<file path="src/rtl/memctl_keyreg_pkg.sv">
package memctl_keyreg_pkg;

  localparam int WORD_W = 32;
  localparam logic [WORD_W-1:0] UNLOCK_KEY = 32'hFC60_0309;

  localparam int IDX_LOCK = 0;
  localparam int IDX_CFG  = 1;
  localparam int IDX_PHY  = 24;
  localparam int IDX_TEST = 28;

  // smallest legal RAM size in MB for a generation
  function automatic int base_mb(input int gen);
    case (gen)
      1:       return 64;
      2:       return 128;
      default: return 256;
    endcase
  endfunction

  function automatic bit size_legal(input int gen, input int mb);
    bit ok;
    ok = 1'b0;
    for (int i = 0; i < 4; i++)
      if (mb == (base_mb(gen) << i)) ok = 1'b1;
    return ok && gen >= 1 && gen <= 3;
  endfunction

  function automatic logic [1:0] size_code(input int gen, input int mb);
    logic [1:0] c;
    c = 2'd0;
    for (int i = 0; i < 4; i++)
      if (mb == (base_mb(gen) << i)) c = 2'(i);
    return c;
  endfunction

  // bits a host can never change in the configuration word (size bits included)
  function automatic logic [WORD_W-1:0] cfg_ro_mask(input int gen);
    logic [WORD_W-1:0] m;
    m = 32'h0000_004F;                 // bit 6, bits 3:2, bits 1:0
    if (gen == 1) m |= 32'hFFFF_F800;  // 31:11
    else          m |= 32'hF00F_C000;  // 31:28, 19, 18:14
    return m;
  endfunction

  function automatic logic [WORD_W-1:0] cfg_fixed(input int gen, input logic [1:0] code);
    logic [WORD_W-1:0] f;
    f = {30'd0, code};
    if (gen == 1) begin
      f[6] = 1'b1;
    end else begin
      f[31:28] = (gen == 2) ? 4'd1 : 4'd3;
      f[3:2]   = 2'b11;
      f[19]    = (gen == 2);
    end
    return f;
  endfunction

  function automatic logic [WORD_W-1:0] shape_word(input int gen, input int idx,
                                                   input logic [WORD_W-1:0] d,
                                                   input logic [1:0] code);
    logic [WORD_W-1:0] r;
    r = d;
    if (idx == IDX_CFG) begin
      r = (d & ~cfg_ro_mask(gen)) | cfg_fixed(gen, code);
    end else if (idx == IDX_PHY && gen >= 2) begin
      r[0] = 1'b0;
      if (gen == 3) r[4] = 1'b1;
    end else if (idx == IDX_TEST && gen >= 2) begin
      r[12] = 1'b1;
      r[13] = 1'b0;
    end
    return r;
  endfunction

endpackage

</file>
<file path="src/rtl/memctl_key_gate.sv">
module memctl_key_gate
  import memctl_keyreg_pkg::*;
#(
  parameter int IDX_W = 5
) (
  input  logic              clk,
  input  logic              rst_n,
  input  logic              wr_fire,
  input  logic              in_range,
  input  logic [IDX_W-1:0]  idx,
  input  logic [WORD_W-1:0] wdata,
  output logic              unlocked,
  output logic              wr_allow,
  output logic              lock_err
);

  logic lock_hit;
  logic refused;

  assign lock_hit = wr_fire && in_range && (idx == IDX_W'(IDX_LOCK));
  assign refused  = wr_fire && in_range && !lock_hit && !unlocked;
  assign wr_allow = wr_fire && in_range && !lock_hit && unlocked;

  always_ff @(posedge clk) begin
    if (!rst_n) begin
      unlocked <= 1'b0;
      lock_err <= 1'b0;
    end else begin
      if (lock_hit) unlocked <= (wdata == UNLOCK_KEY);
      lock_err <= refused;
    end
  end

endmodule

</file>
<file path="src/rtl/memctl_reg_bank.sv">
module memctl_reg_bank
  import memctl_keyreg_pkg::*;
#(
  parameter int         GEN      = 2,
  parameter int         NUM_REGS = 32,
  parameter logic [1:0] CODE     = 2'd0,
  localparam int        IDX_W    = $clog2(NUM_REGS)
) (
  input  logic              clk,
  input  logic              rst_n,
  input  logic              wr_allow,
  input  logic [IDX_W-1:0]  idx,
  input  logic [WORD_W-1:0] wdata,
  output logic [WORD_W-1:0] word_q [NUM_REGS]
);

  assign word_q[0] = '0;   // index 0 lives in the key gate

  for (genvar i = 1; i < NUM_REGS; i++) begin : g_reg
    localparam logic [WORD_W-1:0] RST_VAL =
      (i == IDX_CFG) ? cfg_fixed(GEN, CODE) : '0;
    always_ff @(posedge clk) begin
      if (!rst_n)
        word_q[i] <= RST_VAL;
      else if (wr_allow && idx == IDX_W'(i))
        word_q[i] <= shape_word(GEN, i, wdata, CODE);
    end
  end

endmodule

</file>
<file path="src/rtl/memctl_rd_mux.sv">
module memctl_rd_mux
  import memctl_keyreg_pkg::*;
#(
  parameter int  NUM_REGS = 32,
  localparam int IDX_W    = $clog2(NUM_REGS)
) (
  input  logic              in_range,
  input  logic [IDX_W-1:0]  idx,
  input  logic              unlocked,
  input  logic [WORD_W-1:0] word_q [NUM_REGS],
  output logic [WORD_W-1:0] rdata
);

  always_comb begin
    if (!in_range)                     rdata = '0;
    else if (idx == IDX_W'(IDX_LOCK))  rdata = {{(WORD_W-1){1'b0}}, unlocked};
    else                               rdata = word_q[idx];
  end

endmodule

</file>
<file path="src/rtl/memctl_keyreg.sv">
module memctl_keyreg
  import memctl_keyreg_pkg::*;
#(
  parameter int GEN      = 2,
  parameter int RAM_MB   = 512,
  parameter int NUM_REGS = 32,
  parameter int ADDR_W   = 10
) (
  input  logic              clk,
  input  logic              rst_n,
  input  logic              bus_valid,
  input  logic              bus_we,
  input  logic [ADDR_W-1:0] bus_addr,
  input  logic [31:0]       bus_wdata,
  output logic [31:0]       bus_rdata,
  output logic              lock_err
);

  localparam int                IDX_W = $clog2(NUM_REGS);
  localparam logic [1:0]        CODE  = size_code(GEN, RAM_MB);
  localparam logic [ADDR_W-1:0] LAST  = ADDR_W'(NUM_REGS - 1);

  if (!size_legal(GEN, RAM_MB)) begin : g_bad_size
    $error("memctl_keyreg: RAM_MB not legal for this generation");
  end
  if (NUM_REGS <= IDX_TEST || NUM_REGS > (1 << ADDR_W)) begin : g_bad_depth
    $error("memctl_keyreg: NUM_REGS out of range");
  end

  // named internal events, also used by the bound checker
  logic              wr_fire;
  logic              in_range;
  logic [IDX_W-1:0]  idx;
  logic              unlocked;
  logic              wr_allow;
  logic [WORD_W-1:0] word_q [NUM_REGS];
  logic [WORD_W-1:0] cfg_word;
  logic [WORD_W-1:0] phy_word;
  logic [WORD_W-1:0] test_word;

  assign wr_fire   = bus_valid && bus_we;
  assign in_range  = (bus_addr <= LAST);
  assign idx       = bus_addr[IDX_W-1:0];
  assign cfg_word  = word_q[IDX_CFG];
  assign phy_word  = word_q[IDX_PHY];
  assign test_word = word_q[IDX_TEST];

  memctl_key_gate #(.IDX_W(IDX_W)) u_gate (
    .clk      (clk),
    .rst_n    (rst_n),
    .wr_fire  (wr_fire),
    .in_range (in_range),
    .idx      (idx),
    .wdata    (bus_wdata),
    .unlocked (unlocked),
    .wr_allow (wr_allow),
    .lock_err (lock_err)
  );

  memctl_reg_bank #(.GEN(GEN), .NUM_REGS(NUM_REGS), .CODE(CODE)) u_bank (
    .clk      (clk),
    .rst_n    (rst_n),
    .wr_allow (wr_allow),
    .idx      (idx),
    .wdata    (bus_wdata),
    .word_q   (word_q)
  );

  memctl_rd_mux #(.NUM_REGS(NUM_REGS)) u_rd (
    .in_range (in_range),
    .idx      (idx),
    .unlocked (unlocked),
    .word_q   (word_q),
    .rdata    (bus_rdata)
  );

endmodule

</file>
<file path="config.mk">
export PLATFORM = sky130hd
export DESIGN_NAME = memctl_keyreg
export DESIGN_NICKNAME = d
export VERILOG_FILES = /design/src/rtl/memctl_keyreg_pkg.sv /design/src/rtl/memctl_key_gate.sv /design/src/rtl/memctl_reg_bank.sv /design/src/rtl/memctl_rd_mux.sv /design/src/rtl/memctl_keyreg.sv
export SDC_FILE = /design/constraint.sdc
export NUM_CORES = 2
export LEC_CHECK = 0
export BUFFER_PORTS_ARGS = -buffer_cell sky130_fd_sc_hd__clkbuf_2
export CAP_MARGIN = 15
export CORE_ASPECT_RATIO = 1.5
export CORE_MARGIN = 1.5
export CORE_UTILIZATION = 55
export DETAILED_ROUTE_END_ITERATION = 12
export HOLD_SLACK_MARGIN = 0.05
export PLACE_DENSITY = 0.75
export SYNTH_ARGS = -nofsm -noshare
export SYNTH_HDL_FRONTEND = slang
export SYNTH_SLANG_ARGS = --single-unit
</file>
<file path="constraint.sdc">
create_clock -name clk -period 2.2 [get_ports clk]
set_input_delay 0.11 -clock clk [delete_from_list [all_inputs] [get_ports clk]]
set_output_delay 0.11 -clock clk [all_outputs]
set_load 0.005 [all_outputs]
</file>
**After elaboration in Yosys (flattened, before gate mapping)**

Index checks and enable logic that the tools add are counted.

- Register bits after elaboration: 992
- Input port bits: 46
- Output and inout port bits: 33
- Word-level logic and storage cells: 124

- Order comparisons: 2
- Equal/unequal tests: 32
- Mux-type cells: 13
- Bitwise operators: 4
- Reductions and logical operators: 40

Operators by type and width:

| kind | number |
|---|---|
| $mux W32 | 6 |
| $bmux W32 S5 | 1 |
| $eq A5 B5 Y1 const B | 16 |
| $eq A5 B4 Y1 const B | 8 |
| $logic_and A1 B1 Y1 | 37 |
| $and A32 B32 Y32 | 1 |
| $eq A32 B32 Y1 const B | 1 |
| $not A32 Y32 | 1 |
| $or A32 B32 Y32 | 1 |
| $eq A5 B3 Y1 const B | 4 |
| $eq A5 B2 Y1 const B | 2 |
| $le A10 B5 Y1 const B | 1 |
| $mux W4 | 2 |
| $ge A6 B6 Y1 const B | 1 |
| $not A5 Y6 | 1 |
| $eq A5 B1 Y1 const B | 1 |
| $logic_not A5 Y1 | 1 |
| $mux W2 | 2 |
| $logic_not A1 Y1 | 2 |
| $mux W1 | 2 |

**Logic depth before layout (Yosys ltp)**

- Word-level depth: 12
- Mapped depth: 10
- Depth with buffers taken out: 5

**Cells and area by module**

From an unflattened synthesis, not the netlist that was laid out.

- Cell total of the unflattened synthesis: 3904
- Area total of the unflattened synthesis: 43400.4 µm²

Modules (own cells, without submodules):

| module | times used | cells an instance | area each (µm²) | seq. area each (µm²) |
|---|---|---|---|---|
| memctl_reg_bank | 1 | 3364 | 34972.3 | 19518.7 |
| memctl_rd_mux | 1 | 516 | 8226.6 | 0.0 |
| memctl_key_gate | 1 | 21 | 183.9 | 40.0 |
| memctl_keyreg | 1 | 3 | 17.5 | 0.0 |

**Least setup slack after synthesis**

Ideal clock, no wire load.

- Kind: in2out
- Start: input port bus_addr[0]
- End: output port bus_rdata[10]
- Arrival time: 1.872 ns
- Data required time: 2.090 ns
- Path slack: 0.218 ns
- Stages: 7
- Buffers on the path: 4
- Cells stage by stage: buf_2 buf_4 buf_2 buf_2 mux4_2 a211oi_1 a211oi_1

- Longest elaborated chain between the ends: 6
- Elaborated cells on any way between the ends: 8
- Those cells by class: 1 x order compare; 5 x mux; 1 x bitwise; 1 x reduce/logical

Ends and longest elaborated chain:

| item | RTL line | text |
|---|---|---|
| from (decl) | memctl_keyreg.sv:13 | `input logic [ADDR_W-1:0] bus_addr,` |
| $not A5 Y6 (not written as such) | memctl_rd_mux.sv:17 | `else rdata = word_q[idx];` |
| $bmux W32 S5 | memctl_rd_mux.sv:17 |  |
| $mux W32 (not written as such) (2 in series) | memctl_rd_mux.sv:17 |  |
| $mux W32 | memctl_rd_mux.sv:16 | `else if (idx == IDX_W'(IDX_LOCK)) rdata = {{(WORD_W-1){1'b0}}, unlocked};` |
| $mux W32 (*) | memctl_rd_mux.sv:15 | `if (!in_range) rdata = '0;` |
| to (decl) | memctl_keyreg.sv:15 | `output logic [31:0] bus_rdata,` |

Mark *: on every way between the ends. The rest lies on a longest branch, timed or not. The select of a mux whose other input is x is not followed.

**Final worst setup path**

- Start: register u_bank.word_q[306] (netlist bit)
- End: output port bus_rdata[18]

- Longest elaborated chain between the ends: 5

Ends and longest elaborated chain:

| item | RTL line | text |
|---|---|---|
| from (decl) | memctl_reg_bank.sv:14 | `output logic [WORD_W-1:0] word_q [NUM_REGS]` |
| from (signal, indexed assignment) | memctl_reg_bank.sv:26 | `word_q[i] <= shape_word(GEN, i, wdata, CODE);` |
| $bmux W32 S5 | memctl_rd_mux.sv:17 |  |
| $mux W32 (not written as such) (2 in series) | memctl_rd_mux.sv:17 |  |
| $mux W32 | memctl_rd_mux.sv:16 |  |
| $mux W32 | memctl_rd_mux.sv:15 |  |

Every way passes these cells. The select of a mux whose other input is x is not followed.

==> flow_summary.ini <==
[status]
outcome = complete, but fails checks
violations = setup timing

[critical_path]
startpoint_type = flip-flop
critPathSlowestCell = mux4_2
r2r-end = u_bank.word_q[753]$_SDFFE_PN0P_
r2r_start = u_gate.unlocked$_SDFFE_PN0P_
cp.depth = 6
crit_type = flip-flop to primary output
cp_cell_sequence = mux4_2 -> mux2_4 -> a221oi_2 -> a311oi_1 -> buf_4 -> clkbuf_2
timing.critical_path.required_ns = 2.09
r2r_cells = 6
cp_slowest_stage_delay_ns = 0.46
critPathCaptureType = primary output
path_delay_family = multiplexers
worst-path-buf-inv = 2
r2r_slack_ns = 0.22
worst_ep_arrival_time_ns = 2.35
crit_fanout = 2

[layout]
fill_cells = 5790
drive_above_1_share_pct = 18.1
multi_input_area_um2 = 20500
stdcell_area_um2 = 48400
seq_area_um2 = 19600
final_cells = 5958
layout_commonest_cell = nand2_1
most-common-layout-cells = nand2_1 (1535), dfxtp_1 (953), a21oi_1 (756)
nets = 4942
syn2layout_area_growth_pct = 17.1

[placement]
gp_congestion = 0.938
dp_hpwl_um = 95700
portBuffers = 78
post_dp_cell_area_um2 = 44600
dp_cells = 5777

[sta]
worstMarginPinSlew_ns = 0.825
finalCritPeriodShare_pct = 112
setup_violations = 22
maxSlewViolCount = 0
fin_skew_ns = 0.0240
grt_setup_unrepaired = yes
period_minus_slack_ns = 2.46
finalWorstSetupSlack_ns = -0.264
fmax_ghz = 0.406
slew-limit-headroom_pct = 44.5
hold_violations = 0

[global_routing]
grtUsageTotal_pct = 41.2
grt_pass1_wl_um = 234000
antenna_found_initial = 5
grt.overflow.total = 0
grt_pass1_vias = 38000
grt_max_degree = 94

[logic_synthesis]
synth-warning-count = 0
yosysTopAreaCell = dfxtp_1
syn_nets = 4941
async_flop_share_pct = 0
syn_area_um2 = 41300
syn_area_per_cell_um2 = 8.44
synthTopCellsByArea = dfxtp_1 (47%), nand2_1 (14%), mux4_2 (10%)
ys_ff_latch = 977
ys_dominant_reg_cell = dfxtp_1
synth_top_area_share_pct = 47.3
synth_cell_types = 54
yosysSeqAreaShare_pct = 47.3
synth_edf_count = 0
synth_cells = 4895

[routing]
wirelength_um = 160000
drtIter0Drc = 5815
ant_nets = 0
drc = 0
avgRoutedWirePerCell_um = 26.9
first_pass_iters = 9
num_vias = 39600
viasPerCell = 6.64

[cts]
cts.sinks = 977
cts_tree = built
cts_buffers = 86
root_buffer = clkbuf_16
clock_path_buffers = 3
clk_latency_ns = 0.68
h-tree-depth = 3
clk_pin_slew_ns = 0.06

[floorplan]
die-area_um2 = 76800
io_pins = 79
core_um2 = 74000
initial_core_util_pct = 55.8
die_height_um = 339
rows = 122
dieWidth_um = 227

[pwr]
leakage_nw = 16.1
p_per_area_nw_per_um2 = 731
ir_worst_vdd_mv = 0.660

[worst_hold_path]
worstHoldEndpoint = u_bank.word_q[703]$_SDFFE_PN0P_
hp-class = input pin to flip-flop
hold_start = bus_wdata[31]
holdPathStages = 4

[flow_run]
maxCapViolations = 0
[flip-flops by register name (all words and copies together), names as in the netlist]
| name | flops |
|---|---|
| u_bank.word_q | 975 |
| u_gate.unlocked | 1 |
| u_gate.lock_err | 1 |
[report_power, final]
group / internal, mW / switching [mW] / leakage [nW]
sequential: 17.7 / 0.0000148 / 7.88
combinational: 0.649 / 1.48 / 6.81
clock: 8.59 / 6.94 / 1.43
total: 26.9 / 8.43 / 16.1
[synth_stat cells, types with 5 or more instances]
master,count
nand2_1,1544
dfxtp_1,977
a21oi_1,759
clkbuf_1,372
nand3_1,254
mux4_2,186
o21ai_1,177
buf_2,98
o21ai_0,89
mux2i_1,80
a211oi_1,49
a22oi_1,31
buf_1,29
a22o_1,24
a221oi_1,16
nand4_1,16
nor2_1,14
o221ai_1,14
mux2_2,13
nor3_1,12
nor4_2,12
o31a_1,12
buf_4,11
and3_1,9
inv_1,7
nor4_1,7
a221o_1,6
a31oi_1,6
nor2b_1,6
or4_1,6
a21boi_1,5
nor3_2,5
o311ai_0,5
[worst register-to-register path: cells and delay by family, from the launching register on]
family	cells	cell delay (ns)
compound gates	1	0.14
simple gates	3	0.69
flops	1	0.39
buf+inv	2	0.68
[what timing repair did]
item | CTS | global route
gates resized for setup | 87 | 61
setup buffers | 0 | 2
endpoints found under the hold margin | 732 | 0
setup endpoints to repair | 29 | 32
cloned | 0 | 0
pin swaps | 41 | 40
hold buffers | 32 | 0
[worst max-delay path by stage]
stage / slack (ns) / to / from
floorplan: 0.22 / bus_rdata[10] / bus_addr[0]
global placement: -0.46 / bus_rdata[29] / bus_addr[6]
detailed placement: -0.49 / bus_rdata[29] / bus_addr[6]
CTS: -0.27 / bus_rdata[12] / u_bank.word_q[972]$_SDFFE_PN0P_
global route: -0.30 / bus_rdata[18] / u_bank.word_q[306]$_SDFFE_PN0P_
finish: -0.26 / bus_rdata[18] / u_bank.word_q[306]$_SDFFE_PN0P_
[area by class of cell]
class / instances / share of cell area [%]
Timing Repair Buffer: 425 / 8.64
Multi-Input combinational cell: 3398 / 42.3
Sequential cell: 977 / 40.5
Inverter: 8 / 0.0776
Antenna cell: 3 / 0.0155
Tap cell: 992 / 2.57
Clock buffer: 120 / 5.19
Clock inverter: 35 / 0.688
[layer usage]
layer,global-route usage [%],routed length (µm),part of all wire (%)
met1,49.1,53400,33
met2,62.5,70500,44
met3,9.53,20300,13
met4,34.8,16100,10
met5,0,41,0.026
[cell families (layout without fill, tap and decap cells)]
kind of cell	count (synthesis)	after routing	synth area share, %
other	0	3	0
buffers and inverters	520	588	5.13
AND/OR/NAND/NOR	1909	1909	19.0
flip-flops	977	977	47.3
AO/OA/AOI/OAI	1210	1210	16.0
multiplexers	279	279	12.4
[through the flow]
step | setup slack (ns) | hold WS (ns) | utilization (%) | setup TNS, ns | total power [mW]
floorplan | 0.218 | 0.246 | - | 0 | 19.2
finish | -0.264 | 0.0823 | 65.3 | -1.85 | 35.3
global route | -0.301 | 0.0846 | 65.3 | -2.95 | 36.0
CTS | -0.274 | 0.0529 | 65.0 | -2.44 | 35.2
global placement | -0.455 | 0.438 | 60.3 | -102.96 | 20.0
detailed placement | -0.489 | 0.443 | 60.3 | -116.12 | 20.0
No activity file was read; power rests on OpenSTA's default activity.
